--- config.mk ---
export PLATFORM = sky130hd
export DESIGN_NAME = dds_mod_accum
export DESIGN_NICKNAME = d
export VERILOG_FILES = /design/src/rtl/dds_pkg.sv /design/src/rtl/dds_mode_fsm.sv /design/src/rtl/dds_freq_path.sv /design/src/rtl/dds_phase_acc.sv /design/src/rtl/dds_mod_accum.sv
export SDC_FILE = /design/constraint.sdc
export NUM_CORES = 1
export LEC_CHECK = 0
export CORE_MARGIN = 2
export CORE_UTILIZATION = 60
export CTS_CLUSTER_DIAMETER = 50
export DETAILED_ROUTE_END_ITERATION = 10
export DONT_BUFFER_PORTS = 1
export GPL_TIMING_DRIVEN = 0
export HOLD_SLACK_MARGIN = 0.15
export PLACE_DENSITY_LB_ADDON = 0.08
export SYNTH_ARGS = -nofsm -noshare
export SYNTH_HDL_FRONTEND = slang
export SYNTH_SLANG_ARGS = --single-unit
--- constraint.sdc ---
create_clock -name clk -period 5.1 [get_ports clk]
set_clock_uncertainty 0.05 [all_clocks]
set_input_delay 0 -clock clk [delete_from_list [all_inputs] [get_ports clk]]
set_output_delay 0 -clock clk [all_outputs]
set_load 0.01 [all_outputs]
--- src/rtl/dds_pkg.sv ---
package dds_pkg;
    typedef enum logic [1:0] {
        MD_TONE  = 2'd0,
        MD_FSK   = 2'd1,
        MD_PSK   = 2'd2,
        MD_SWEEP = 2'd3
    } dds_mode_e;

    typedef enum logic [2:0] {
        ST_TONE,
        ST_FSK_F1,
        ST_FSK_F2,
        ST_PSK_P1,
        ST_PSK_P2,
        ST_SWEEP,
        ST_SWEEP_HOLD
    } dds_state_e;
endpackage

--- src/rtl/dds_mode_fsm.sv ---
module dds_mode_fsm
    import dds_pkg::*;
(
    input  logic       clk,
    input  logic       rst,
    input  logic [1:0] mode,
    input  logic       ctl_in,
    output logic       sel_ftw_b,
    output logic       sel_pofs_b,
    output logic       ramp_step,
    output logic       ramp_hold
);
    logic       ctl_meta;
    dds_state_e state_q;
    dds_state_e state_d;

    // first synchronizer flop; the state register is the second
    always_ff @(posedge clk or posedge rst) begin
        if (rst) ctl_meta <= 1'b0;
        else     ctl_meta <= ctl_in;
    end

    always_comb begin
        unique case (dds_mode_e'(mode))
            MD_TONE:  state_d = ST_TONE;
            MD_FSK:   state_d = ctl_meta ? ST_FSK_F2 : ST_FSK_F1;
            MD_PSK:   state_d = ctl_meta ? ST_PSK_P2 : ST_PSK_P1;
            MD_SWEEP: state_d = ctl_meta ? ST_SWEEP_HOLD : ST_SWEEP;
            default:  state_d = ST_TONE;
        endcase
    end

    always_ff @(posedge clk or posedge rst) begin
        if (rst) state_q <= ST_TONE;
        else     state_q <= state_d;
    end

    always_comb begin
        sel_ftw_b  = 1'b0;
        sel_pofs_b = 1'b0;
        ramp_step  = 1'b0;
        ramp_hold  = 1'b0;
        unique case (state_q)
            ST_TONE, ST_FSK_F1, ST_PSK_P1: ;
            ST_FSK_F2:     sel_ftw_b  = 1'b1;
            ST_PSK_P2:     sel_pofs_b = 1'b1;
            ST_SWEEP:      ramp_step  = 1'b1;
            ST_SWEEP_HOLD: ramp_hold  = 1'b1;
            default: ;
        endcase
    end


    mode_follow_chk: assert property (@(posedge clk) disable iff (rst)
        (mode == 2'd0) |=> (state_q == ST_TONE));

    fsk_sel_chk: assert property (@(posedge clk) disable iff (rst)
        ((mode == 2'd1) && ctl_meta) |=> sel_ftw_b);

    sweep_hold_chk: assert property (@(posedge clk) disable iff (rst)
        ((mode == 2'd3) && ctl_meta) |=> (ramp_hold && !ramp_step));
endmodule

--- src/rtl/dds_freq_path.sv ---
module dds_freq_path #(
    parameter int FTW_W = 48
) (
    input  logic             clk,
    input  logic             rst,
    input  logic [FTW_W-1:0] ftw_a,
    input  logic [FTW_W-1:0] ftw_b,
    input  logic [FTW_W-1:0] sweep_step,
    input  logic             sel_ftw_b,
    input  logic             ramp_step,
    input  logic             ramp_hold,
    output logic [FTW_W-1:0] freq_q
);
    always_ff @(posedge clk or posedge rst) begin
        if (rst)            freq_q <= '0;
        else if (ramp_step) freq_q <= freq_q + sweep_step;
        else if (ramp_hold) freq_q <= freq_q;
        else if (sel_ftw_b) freq_q <= ftw_b;
        else                freq_q <= ftw_a;
    end


    ramp_add_chk: assert property (@(posedge clk) disable iff (rst)
        ramp_step |=> (freq_q == $past(freq_q) + $past(sweep_step)));

    ramp_freeze_chk: assert property (@(posedge clk) disable iff (rst)
        (ramp_hold && !ramp_step) |=> $stable(freq_q));

    word_b_chk: assert property (@(posedge clk) disable iff (rst)
        (sel_ftw_b && !ramp_step && !ramp_hold) |=> (freq_q == $past(ftw_b)));
endmodule

--- src/rtl/dds_phase_acc.sv ---
module dds_phase_acc #(
    parameter int FTW_W = 48,
    parameter int OUT_W = 14
) (
    input  logic             clk,
    input  logic             rst,
    input  logic [FTW_W-1:0] freq_q,
    input  logic [OUT_W-1:0] pofs_a,
    input  logic [OUT_W-1:0] pofs_b,
    input  logic             sel_pofs_b,
    output logic [OUT_W-1:0] phase_out,
    output logic             phase_valid
);
    localparam int TOP_LO = FTW_W - OUT_W;

    logic [FTW_W-1:0] acc_q;
    logic [OUT_W-1:0] ofs_sel;

    assign ofs_sel = sel_pofs_b ? pofs_b : pofs_a;

    always_ff @(posedge clk or posedge rst) begin
        if (rst) begin
            acc_q       <= '0;
            phase_out   <= '0;
            phase_valid <= 1'b0;
        end else begin
            acc_q       <= acc_q + freq_q;
            phase_out   <= acc_q[FTW_W-1:TOP_LO] + ofs_sel;
            phase_valid <= 1'b1;
        end
    end


    acc_wrap_chk: assert property (@(posedge clk) disable iff (rst)
        1'b1 |=> (acc_q == $past(acc_q) + $past(freq_q)));

    valid_sticky_chk: assert property (@(posedge clk) disable iff (rst)
        phase_valid |=> phase_valid);

    out_sum_chk: assert property (@(posedge clk) disable iff (rst)
        1'b1 |=> (phase_out == OUT_W'($past(acc_q[FTW_W-1:TOP_LO]) + $past(ofs_sel))));
endmodule

--- src/rtl/dds_mod_accum.sv ---
module dds_mod_accum #(
    parameter int FTW_W = 48,
    parameter int OUT_W = 14
) (
    input  logic             clk,
    input  logic             rst,
    input  logic [1:0]       mode,
    input  logic             ctl_in,
    input  logic [FTW_W-1:0] ftw_a,
    input  logic [FTW_W-1:0] ftw_b,
    input  logic [OUT_W-1:0] pofs_a,
    input  logic [OUT_W-1:0] pofs_b,
    input  logic [FTW_W-1:0] sweep_step,
    output logic [OUT_W-1:0] phase_out,
    output logic             phase_valid
);
    logic             sel_ftw_b;
    logic             sel_pofs_b;
    logic             ramp_step;
    logic             ramp_hold;
    logic [FTW_W-1:0] freq_q;

    dds_mode_fsm u_fsm (
        .clk        (clk),
        .rst        (rst),
        .mode       (mode),
        .ctl_in     (ctl_in),
        .sel_ftw_b  (sel_ftw_b),
        .sel_pofs_b (sel_pofs_b),
        .ramp_step  (ramp_step),
        .ramp_hold  (ramp_hold)
    );

    dds_freq_path #(.FTW_W(FTW_W)) u_freq (
        .clk        (clk),
        .rst        (rst),
        .ftw_a      (ftw_a),
        .ftw_b      (ftw_b),
        .sweep_step (sweep_step),
        .sel_ftw_b  (sel_ftw_b),
        .ramp_step  (ramp_step),
        .ramp_hold  (ramp_hold),
        .freq_q     (freq_q)
    );

    dds_phase_acc #(.FTW_W(FTW_W), .OUT_W(OUT_W)) u_acc (
        .clk         (clk),
        .rst         (rst),
        .freq_q      (freq_q),
        .pofs_a      (pofs_a),
        .pofs_b      (pofs_b),
        .sel_pofs_b  (sel_pofs_b),
        .phase_out   (phase_out),
        .phase_valid (phase_valid)
    );
endmodule

== Word level (Yosys, flattened, before mapping) ==
Index checks and enable logic that the tools add are counted.

* Bits in registers: 115
* Bits of input ports: 177
* Output and inout port bits: 15
* Logic and storage cells: 30

* Add/sub/neg operators: 3
* Equality and inequality tests: 8
* Multiplexer cells: 12
* Reduce and logical (&&, ||, !) cells: 1

{| class="wikitable"
|+ Operator list
! kind !! number
|-
| $mux 48 || 3
|-
| $add 48x48->48 || 2
|-
| $add 14x14->14 || 1
|-
| $mux 14 || 1
|-
| $pmux 3 s4 || 1
|-
| $eq 3x3->1 const B || 3
|-
| $eq 2x2->1 const B || 2
|-
| $mux 1 || 4
|-
| $mux 2 || 2
|-
| $eq 3x2->1 const B || 1
|-
| $mux 3 || 1
|-
| $eq 2x1->1 const B || 1
|-
| $logic_not 2->1 || 1
|-
| $ne 2x2->1 const B || 1
|}

== Logic depth before layout (Yosys ltp) ==
Gate-level depths: netlist of run 1.

* Depth in word-level cells: 5
* Depth in mapped cells: 17
* Gate-level depth less buffers: 15

== Cells and area by module ==
From an unflattened synthesis of run 1, not the netlist that was laid out.

* Cell total of the unflattened synthesis: 1185
* Area total of the unflattened synthesis: 10232.3 um^2

{| class="wikitable"
|+ Modules (own cells, without submodules)
! module !! instances !! cells an instance !! area an instance (um^2)
|-
| dds_freq_path || 1 || 658 || 5203.7
|-
| dds_phase_acc || 1 || 512 || 4858.4
|-
| dds_mode_fsm || 1 || 15 || 170.2
|}

== Worst setup path before layout of run 1 ==
OpenSTA, ideal clock, no wires.

* Kind: register to register
* Start point: register u_fsm.state_q[2]
* End point: register u_acc.phase_out[10]
* Arrival: 3.636 ns
* Required time: 4.928 ns
* Slack: 1.292 ns
* Stages on the path, launching flop included: 18
* Clock period less this slack: 3.808 ns
* Cell sequence: dfrtp_1 clkbuf_1 nor3b_1 clkbuf_1 mux2_2 ha_1 inv_1 fa_1 nor2b_1 o21ai_0 a21boi_0 o21ai_0 a21boi_0 o21ai_0 a21boi_0 o21ai_0 nor2b_1 xnor2_1

* Longest elaborated chain between the ends: 4

{| class="wikitable"
|+ RTL lines
! element !! line !! RTL
|-
| start: declaration || dds_mode_fsm.sv:14 || <nowiki>dds_state_e state_q;</nowiki>
|-
| start signal: assignment || dds_mode_fsm.sv:35 || <nowiki>else state_q <= state_d;</nowiki>
|-
| $eq 3x3->1 || dds_mode_fsm.sv:43 || <nowiki>unique case (state_q)</nowiki>
|-
| $mux 1 || dds_mode_fsm.sv:43 ||
|-
| $mux 14 || dds_phase_acc.sv:19 || <nowiki>assign ofs_sel = sel_pofs_b ? pofs_b : pofs_a;</nowiki>
|-
| $add 14x14->14 || dds_phase_acc.sv:28 || <nowiki>phase_out <= acc_q[FTW_W-1:TOP_LO] + ofs_sel;</nowiki>
|-
| end signal: assignment || dds_phase_acc.sv:28 ||
|-
| end: declaration || dds_phase_acc.sv:11 || <nowiki>output logic [OUT_W-1:0] phase_out,</nowiki>
|}

No other way between the ends.
A chain may end at the register's enable or synchronous reset.

== Worst setup path after layout of run 1 ==
* Start point: register u_fsm.state_q[0]
* End point: register u_freq.freq_q[7]

* Longest elaborated chain between the ends: 5
* Elaborated cells between the ends (all ways): 10

{| class="wikitable"
|+ RTL lines
! element !! line !! RTL
|-
| $eq 3x2->1 || dds_mode_fsm.sv:43 ||
|-
| $mux 1 || dds_mode_fsm.sv:43 ||
|-
| $mux 48 || dds_freq_path.sv:18 || <nowiki>else if (sel_ftw_b) freq_q <= ftw_b;</nowiki>
|-
| $mux 48 || dds_freq_path.sv:17 || <nowiki>else if (ramp_hold) freq_q <= freq_q;</nowiki>
|-
| $mux 48 || dds_freq_path.sv:16 || <nowiki>else if (ramp_step) freq_q <= freq_q + sweep_step;</nowiki>
|-
| end signal: assignment || dds_freq_path.sv:16 ||
|-
| end signal: assignment || dds_freq_path.sv:17 ||
|-
| end signal: assignment || dds_freq_path.sv:18 ||
|-
| end: declaration || dds_freq_path.sv:12 || <nowiki>output logic [FTW_W-1:0] freq_q</nowiki>
|}

Several ways; a longest one is shown, not always the timed one. The select of a mux whose other input is x is not followed.

==> impl_results.md, run 1 <==
- DRC errors left: 0
- Synthesized flop and latch total: 115
- Layout cell share with drive strength beyond 1: 5.05%
- Synth Area in XOR/XNOR: 7.83%
- Syn nets: 1515
- Status: finished clean
- Finished Cell Area: 12800 µm²
- Via density per instance: 6.41
- DP Area: 10500 µm²
- Area leader, netlist: dfrtp_1
- Sw frac: 43.0%
- Startpoint types: flop
- Synth Area in Simple Gates: 15.4%
- # rows: 47
- Internal Dissipation: 3.66 mW
- Sequential share of the synthesized area: 28.3%
- CTS clk-pin slew, worst paths: 60 ps
- Clock tree from TritonCTS: yes
- Crit Path Max Fanout: 10
- Post-synthesis compound-gate area fraction: 27.9%
- Fill count: 1172
- Sequential cell area: 2880 µm²
- Overall routing resource usage: 39.0%
- Most frequent cell after synthesis: a21oi_1
- Fin nets: 1702
- Die Height: 134 µm
- Max Transition Viols Final: 0
- TritonCTS buffer count: 17
- Dpl hpwl: 24500 µm
- Pin slew with the least headroom to its limit: 1050 ps
- Sequential share of power: 23.0%
- Clk buf depth: 2
- Post-synth EDFFs: 0
- PD cells: 503 nW/µm²
- Synth Cell Area: 10200 µm²
- DIE AREA: 18000 µm²
- Comb power frac: 58.6%
- WHS: 167 ps
- Slew headroom: 30.2%
- First-pass GRT wire length: 54400 µm
- Largest family of logic cells by synthesized area: compound AO/OA/AOI/OAI gates
- Root Driver: clkbuf_16
- Synth Instances: 1228
- Setup crit end kind: flop
- FFs w/ async S/R, synth: 100%
- Worst Hold Class: in2reg
- Finished Layout Cells: 1648
- Clk network pwr share: 18.4%
- RSZ-0062 raised after global routing: false
- Routed Antenna Nets: 0
- Post-CTS setup buffers: 0
- Leakage: 5.60 nW
- Vias post-DR: 10556
- Clock latency on the worst-skew pair: 430 ps
- I/O pins: 192
- Area grow syn2layout: 25.4%
- Routability Congestion: 0.971
- Port bufs: 0
- Share of the synthesized area in the top cell type: 28.3%
- Commonest cells in the netlist: a21oi_1, dfrtp_1, ha_1, nand2_1, nor2_1
- Multi-input logic area: 7000 µm²
- Synth Area in Adders: 13.7%
- Grt ovf: 0
- Fin crit share: 93.4%
- Post-synthesis mux area share: 3.70%
- Die boundary width: 134 µm
- Switch Pwr: 2.76 mW
- Largest net degree at the start of global routing: 71
- Routed Wire Length: 35300 µm
- Main synth FF type: dfrtp_1
- Crit path time final: 4760 ps
- Drt first-iter violations: 820
- Initial antenna violation count: 1
- Final number of hold-violating endpoints: 0
- Synth unique cells: 70
- Critical path class: reg2reg
- Initial Util: 61.4%
- Util after Layout: 77.0%
- Vias in the first global route: 10322
- Syn_area_per_cell: 8.29 µm²
- Achievable Freq: 0.210 GHz
- Final setup vio count: 0
- DR WL/cell: 21.4 µm
- Placed insts: 1449
- Pre-antenna DRT Iters: 6
- Max IR drop VDD: 0.000360 V
- Synth Warn #: 0
- Critical Path RT: 5410 ps
- H-tree Lvls: 4
- Top cells by area, synth: dfrtp_1, ha_1, a21oi_1
- # Max-Cap Violations: 0
- CTS sink count: 115
- Worst Path Arrival: 5080 ps
- Core Area: 16600 µm²
## cells by family after synthesis
| family | count (synthesis) |
|---|---|
| other | 1 |
| DFF | 115 |
| muxes | 36 |
| xor gates and xnor gates | 91 |
| and+or+nand+nor | 340 |
| AOI/OAI and AO/OA | 451 |
| buffers and inverters | 84 |
| adders and majority gates | 110 |
## power by group through the flow
stage | clock, mW | sequential (mW) | combinational [mW]
finish | 1.18 | 1.48 | 3.77
global route | 1.22 | 1.51 | 4.15
CTS | 1.19 | 1.48 | 3.65
detailed placement | 0 | 1.49 | 3.39
global placement | 0 | 1.48 | 3.34
floorplan | 0 | 1.43 | 2.76
## metal layers
metal,global-route usage (%),vias up,routed length (µm)
met3,12.0,111,3620
met5,0,-,0
met2,60.6,569,16000
met4,16.1,0,1220
li1,-,4887,-
met1,50.7,4989,14500
## registers in the layout, indices dropped and copies added, names as in the netlist
name and cells:
u_acc.acc_q 48, u_acc.phase_out 14, u_acc.phase_valid 1, u_freq.freq_q 48, u_fsm.ctl_meta 1, u_fsm.state_q 3
## cells in the final DEF (no fill, tap or decap), types with 21 or more instances in the layout
cell type      count
a21oi_1          185
dlygate4sd3_1    166
dfrtp_1          115
nor2_1           107
nand2_1          107
ha_1             107
o21ai_0           67
xnor2_1           58
a21o_1            53
clkbuf_1          49
xor2_1            33
inv_1             28
o22ai_1           25
mux2i_1           23
o21a_1            22
nand3_1           21
## layout make-up
type,count,share of cell area (%)
diodes,2,0.0392
flip-flops and latches,115,22.5
clock buffers,20,3.58
multi-input cells,1029,54.8
clock inverters,10,0.863
inverters,30,0.922
plain buffers,54,1.63
repair buffers,168,13.5
well taps,220,2.16
## critical path, cell delays in order, from the launching register on
cell and delay (ps):
dfrtp_1 360, clkbuf_1 360, clkinv_1 360, nand2_1 370, nor2_1 920, clkbuf_1 570
nand2_1 170, nand3_1 130, dlygate4sd3_1 580, o211ai_1 100, dlygate4sd3_1 650, nand2_1 70
## path summary, 6_finish.rpt
kind | depth (start not counted) | startpoint | slack (ps) | to
max | 11 | u_fsm.state_q[0] | 340 | u_freq.freq_q[7]
min | 4 | sweep_step[19] | 170 | u_freq.freq_q[19]
min reg2reg | 1 | u_fsm.ctl_meta | 400 | u_fsm.state_q[0]
min in group asynchronous | 4 | rst | 650 | u_freq.freq_q[8]
max in group asynchronous | 4 | rst | 3970 | u_acc.acc_q[34]
max reg2reg | 11 | u_fsm.state_q[0] | 340 | u_freq.freq_q[7]
## per-stage QoR
step / worst slack (ps) / TNS (ps) / power (mW)
6_report: 338 / 0 / 6.42
5_1_grt: 39.8 / 0 / 6.88
4_1_cts: 124 / 0 / 6.31
3_5_place_dp: -88.0 / -154 / 4.88
3_3_place_gp: 16.0 / 0 / 4.82
2_1_floorplan: 1290 / 0 / 4.19
## timing repair
action | CTS | global route
setup endpoints to repair | 3 | 3
hold buffers | 167 | 0
endpoints found under the hold margin | 181 | 0
gates resized for setup | 1 | 3
Power figures use the tool's default switching activity.
==> run 2, diff against run 1 <==
--- a/config.mk
+++ b/config.mk
@@ -5,7 +5,7 @@
 export SDC_FILE = /design/constraint.sdc
 export NUM_CORES = 1
 export LEC_CHECK = 0
-export CORE_MARGIN = 2
+export CORE_MARGIN = 1.5
 export CORE_UTILIZATION = 60
 export CTS_CLUSTER_DIAMETER = 50
 export DETAILED_ROUTE_END_ITERATION = 10
@@ -13,6 +13,7 @@
 export GPL_TIMING_DRIVEN = 0
 export HOLD_SLACK_MARGIN = 0.15
 export PLACE_DENSITY_LB_ADDON = 0.08
+export RECOVER_POWER = 25
 export SYNTH_ARGS = -nofsm -noshare
 export SYNTH_HDL_FRONTEND = slang
 export SYNTH_SLANG_ARGS = --single-unit
==> run 2 against run 1 <==
Core utilization down 0.22 points. Die area is 1.5% lower. Critical path depth unchanged. Setup slack worse by 45 ps. Non-clock buffer count did not move. Wire length is 1.4% lower. Critical path type unchanged. Cell count barely moved. Count of clock-buffer cells in the layout rose by 3. Clock power about the same. The flow now finishes with violations (capacitance limit, slew limit). Sequential share of layout area increased by 0.064 points.
==> impl_results.md, run 2 (same netlist as run 1, synthesis figures left out) <==
- Pin slew with the least headroom to its limit: 3510 ps (+2460 ps)
- Core Area: 16600 µm² (unchanged)
- Worst Hold Class: in2reg
- Critical Path RT: 5400 ps (about the same)
- Dpl hpwl: 24200 µm (-1.2%)
- Critical path class: reg2reg
- Sequential cell area: 2880 µm² (unchanged)
- Startpoint types: flop
- Final number of hold-violating endpoints: 0 (unchanged)
- CTS sink count: 115 (unchanged)
- Multi-input logic area: 7000 µm² (unchanged)
- Critical path's slowest cell: nor2_1
- Routed Antenna Nets: 0 (unchanged)
- Vias post-DR: 10448 (-1.0%)
- Clock tree from TritonCTS: yes
- Crit path cell chain: clkbuf_1, clkinv_1, nand2_1, nor2_1, clkbuf_1, nand2_1, a21oi_1, dlygate4sd3_1, a21oi_1, dlygate4sd3_1, a21oi_1
- Fin Setup TNS: 0 ps (unchanged)
- TritonCTS buffer count: 17 (unchanged)
- Util after Layout: 76.7% (-0.22 points)
- Initial Util: 61.4% (unchanged)
- PD cells: 507 nW/µm² (+0.64%)
- Commonest non-fill, non-tap cell in the layout: a21oi_1
- Routability Congestion: 0.985 (+1.4%)
- H-tree Lvls: 4 (unchanged)
- Slew headroom: -134% (-160 points)
- Status: finished, violations left
- Vias in the first global route: 10442 (+1.2%)
- Port bufs: 0 (unchanged)
- Overall routing resource usage: 39.6% (+0.60 points)
- Crit path time final: 4810 ps (+45.2 ps)
- Clock latency on the worst-skew pair: 430 ps (about the same)
- DR WL/cell: 21.1 µm (-1.4%)
- Via density per instance: 6.34 (-1.1%)
- Die boundary width: 133 µm (-0.74%)
- Pre-antenna DRT Iters: 5 (-1)
- I/O pins: 192 (unchanged)
- Clk buf depth: 2 (unchanged)
- Layout cell share with drive strength beyond 1: 5.04% (-0.0071 points)
- RSZ-0062 raised after global routing: false
- Largest regs: u_acc.acc_q x48, u_freq.freq_q x48, u_acc.phase_out x14
- Drt first-iter violations: 958 (+17%)
- Root Driver: clkbuf_16
- Commonest cells after routing, fill and taps aside: a21oi_1, dlygate4sd3_1, dfrtp_1
- # Max-Cap Violations: 2 (+2)
- Leakage: 5.60 nW (about the same)
- Final setup vio count: 0 (unchanged)
- Largest net degree at the start of global routing: 75 (+5.6%)
- Worst Path Arrival: 5110 ps (+30 ps)
- Max Transition Viols Final: 117 (+117)
- Routed Wire Length: 34900 µm (-1.4%)
- First-pass GRT wire length: 54600 µm (+0.47%)
- Die Height: 133 µm (-0.74%)
- Fill count: 1221 (+4.2%)
- Setup crit end kind: flop
- DRC errors left: 0 (unchanged)
- Failing checks: capacitance limit, slew limit
- DIE AREA: 17800 µm² (-1.5%)
- Crit Path Max Fanout: 10 (unchanged)
- Critical Path Max Stage Delay: 1010 ps (+90 ps)
- Grt ovf: 0 (unchanged)
- Initial antenna violation count: 1 (unchanged)
- # rows: 47 (unchanged)
- Post-CTS setup buffers: 0 (unchanged)
- Fin crit share: 94.3% (+0.89 points)
- CTS clk-pin slew, worst paths: 60 ps (about the same)
- Area grow syn2layout: 25.0%
- Max IR drop VDD: 0.000363 V (+0.96%)
- Achievable Freq: 0.208 GHz (-0.94%)
- Fin nets: 1702 (unchanged)
- Critical path's most frequent cell: a21oi_1
## run 2: layout make-up
type                            instances  share of cell area, %
Multi-Input combinational cell       1029                   55.0
Inverter                               30                  0.895
Tap cell                              220                   2.16
Clock inverter                          9                  0.610
Buffer                                 54                   1.63
Timing Repair Buffer                  168                   13.2
Antenna cell                            1                 0.0197
Sequential cell                       115                   22.6
Clock buffer                           23                   3.91
## run 2: layer usage
| metal | vias up | part of all wire [%] | track usage [%] |
|---|---|---|---|
| met4 | 0 | 3.8 | 16.8 |
| li1 | 4881 | - | - |
| met1 | 4936 | 41 | 50.3 |
| met2 | 519 | 45 | 63.2 |
| met5 | - | 0 | 0 |
| met3 | 112 | 9.8 | 11.5 |
## run 2: report_power, final
part	leakage, nW	switching, mW	internal [mW]
clock network	0.281	0.465	0.730
registers	1.34	0.212	1.27
logic	3.97	2.10	1.67
total	5.60	2.78	3.67
## run 2: critical path: cells and delay by family, from the launching register on
kind                   cells  cell delay [ps]
buffers and inverters      5             2430
and+or+nand+nor            3             1540
DFF                        1              360
AOI/OAI and AO/OA          3              330
## run 2: path summary, 6_finish.rpt
path,slack [ps],end,depth (start not counted),start
hold reg to reg,400,u_fsm.state_q[0],1,u_fsm.ctl_meta
min in group asynchronous,1450,u_freq.freq_q[6],4,rst
max in group asynchronous,930,u_acc.acc_q[34],4,rst
setup / recovery,290,u_freq.freq_q[3],11,u_fsm.state_q[0]
setup reg to reg,290,u_freq.freq_q[3],11,u_fsm.state_q[0]
hold / removal,170,u_freq.freq_q[19],4,sweep_step[19]
## run 2: repair_timing
item,CTS,global route
hold buffers,167,0
endpoints found under the setup margin,2,5
hold endpoints to repair,181,0
resized for setup,1,3
## run 2: metrics by stage
stage | area, µm² | hold WS [ps] | cells | setup WS, ps | power [mW]
floorplan | 10200 | -18.6 | 1228 | 1290 | 4.19
global placement | 10500 | -18.5 | 1448 | 57.1 | 4.81
detailed placement | 10500 | -152 | 1449 | -5.86 | 4.87
CTS | 12800 | 161 | 1648 | 208 | 6.33
global route | 12700 | 210 | 1649 | 128 | 6.91
finish | 12700 | 174 | 1649 | 292 | 6.45
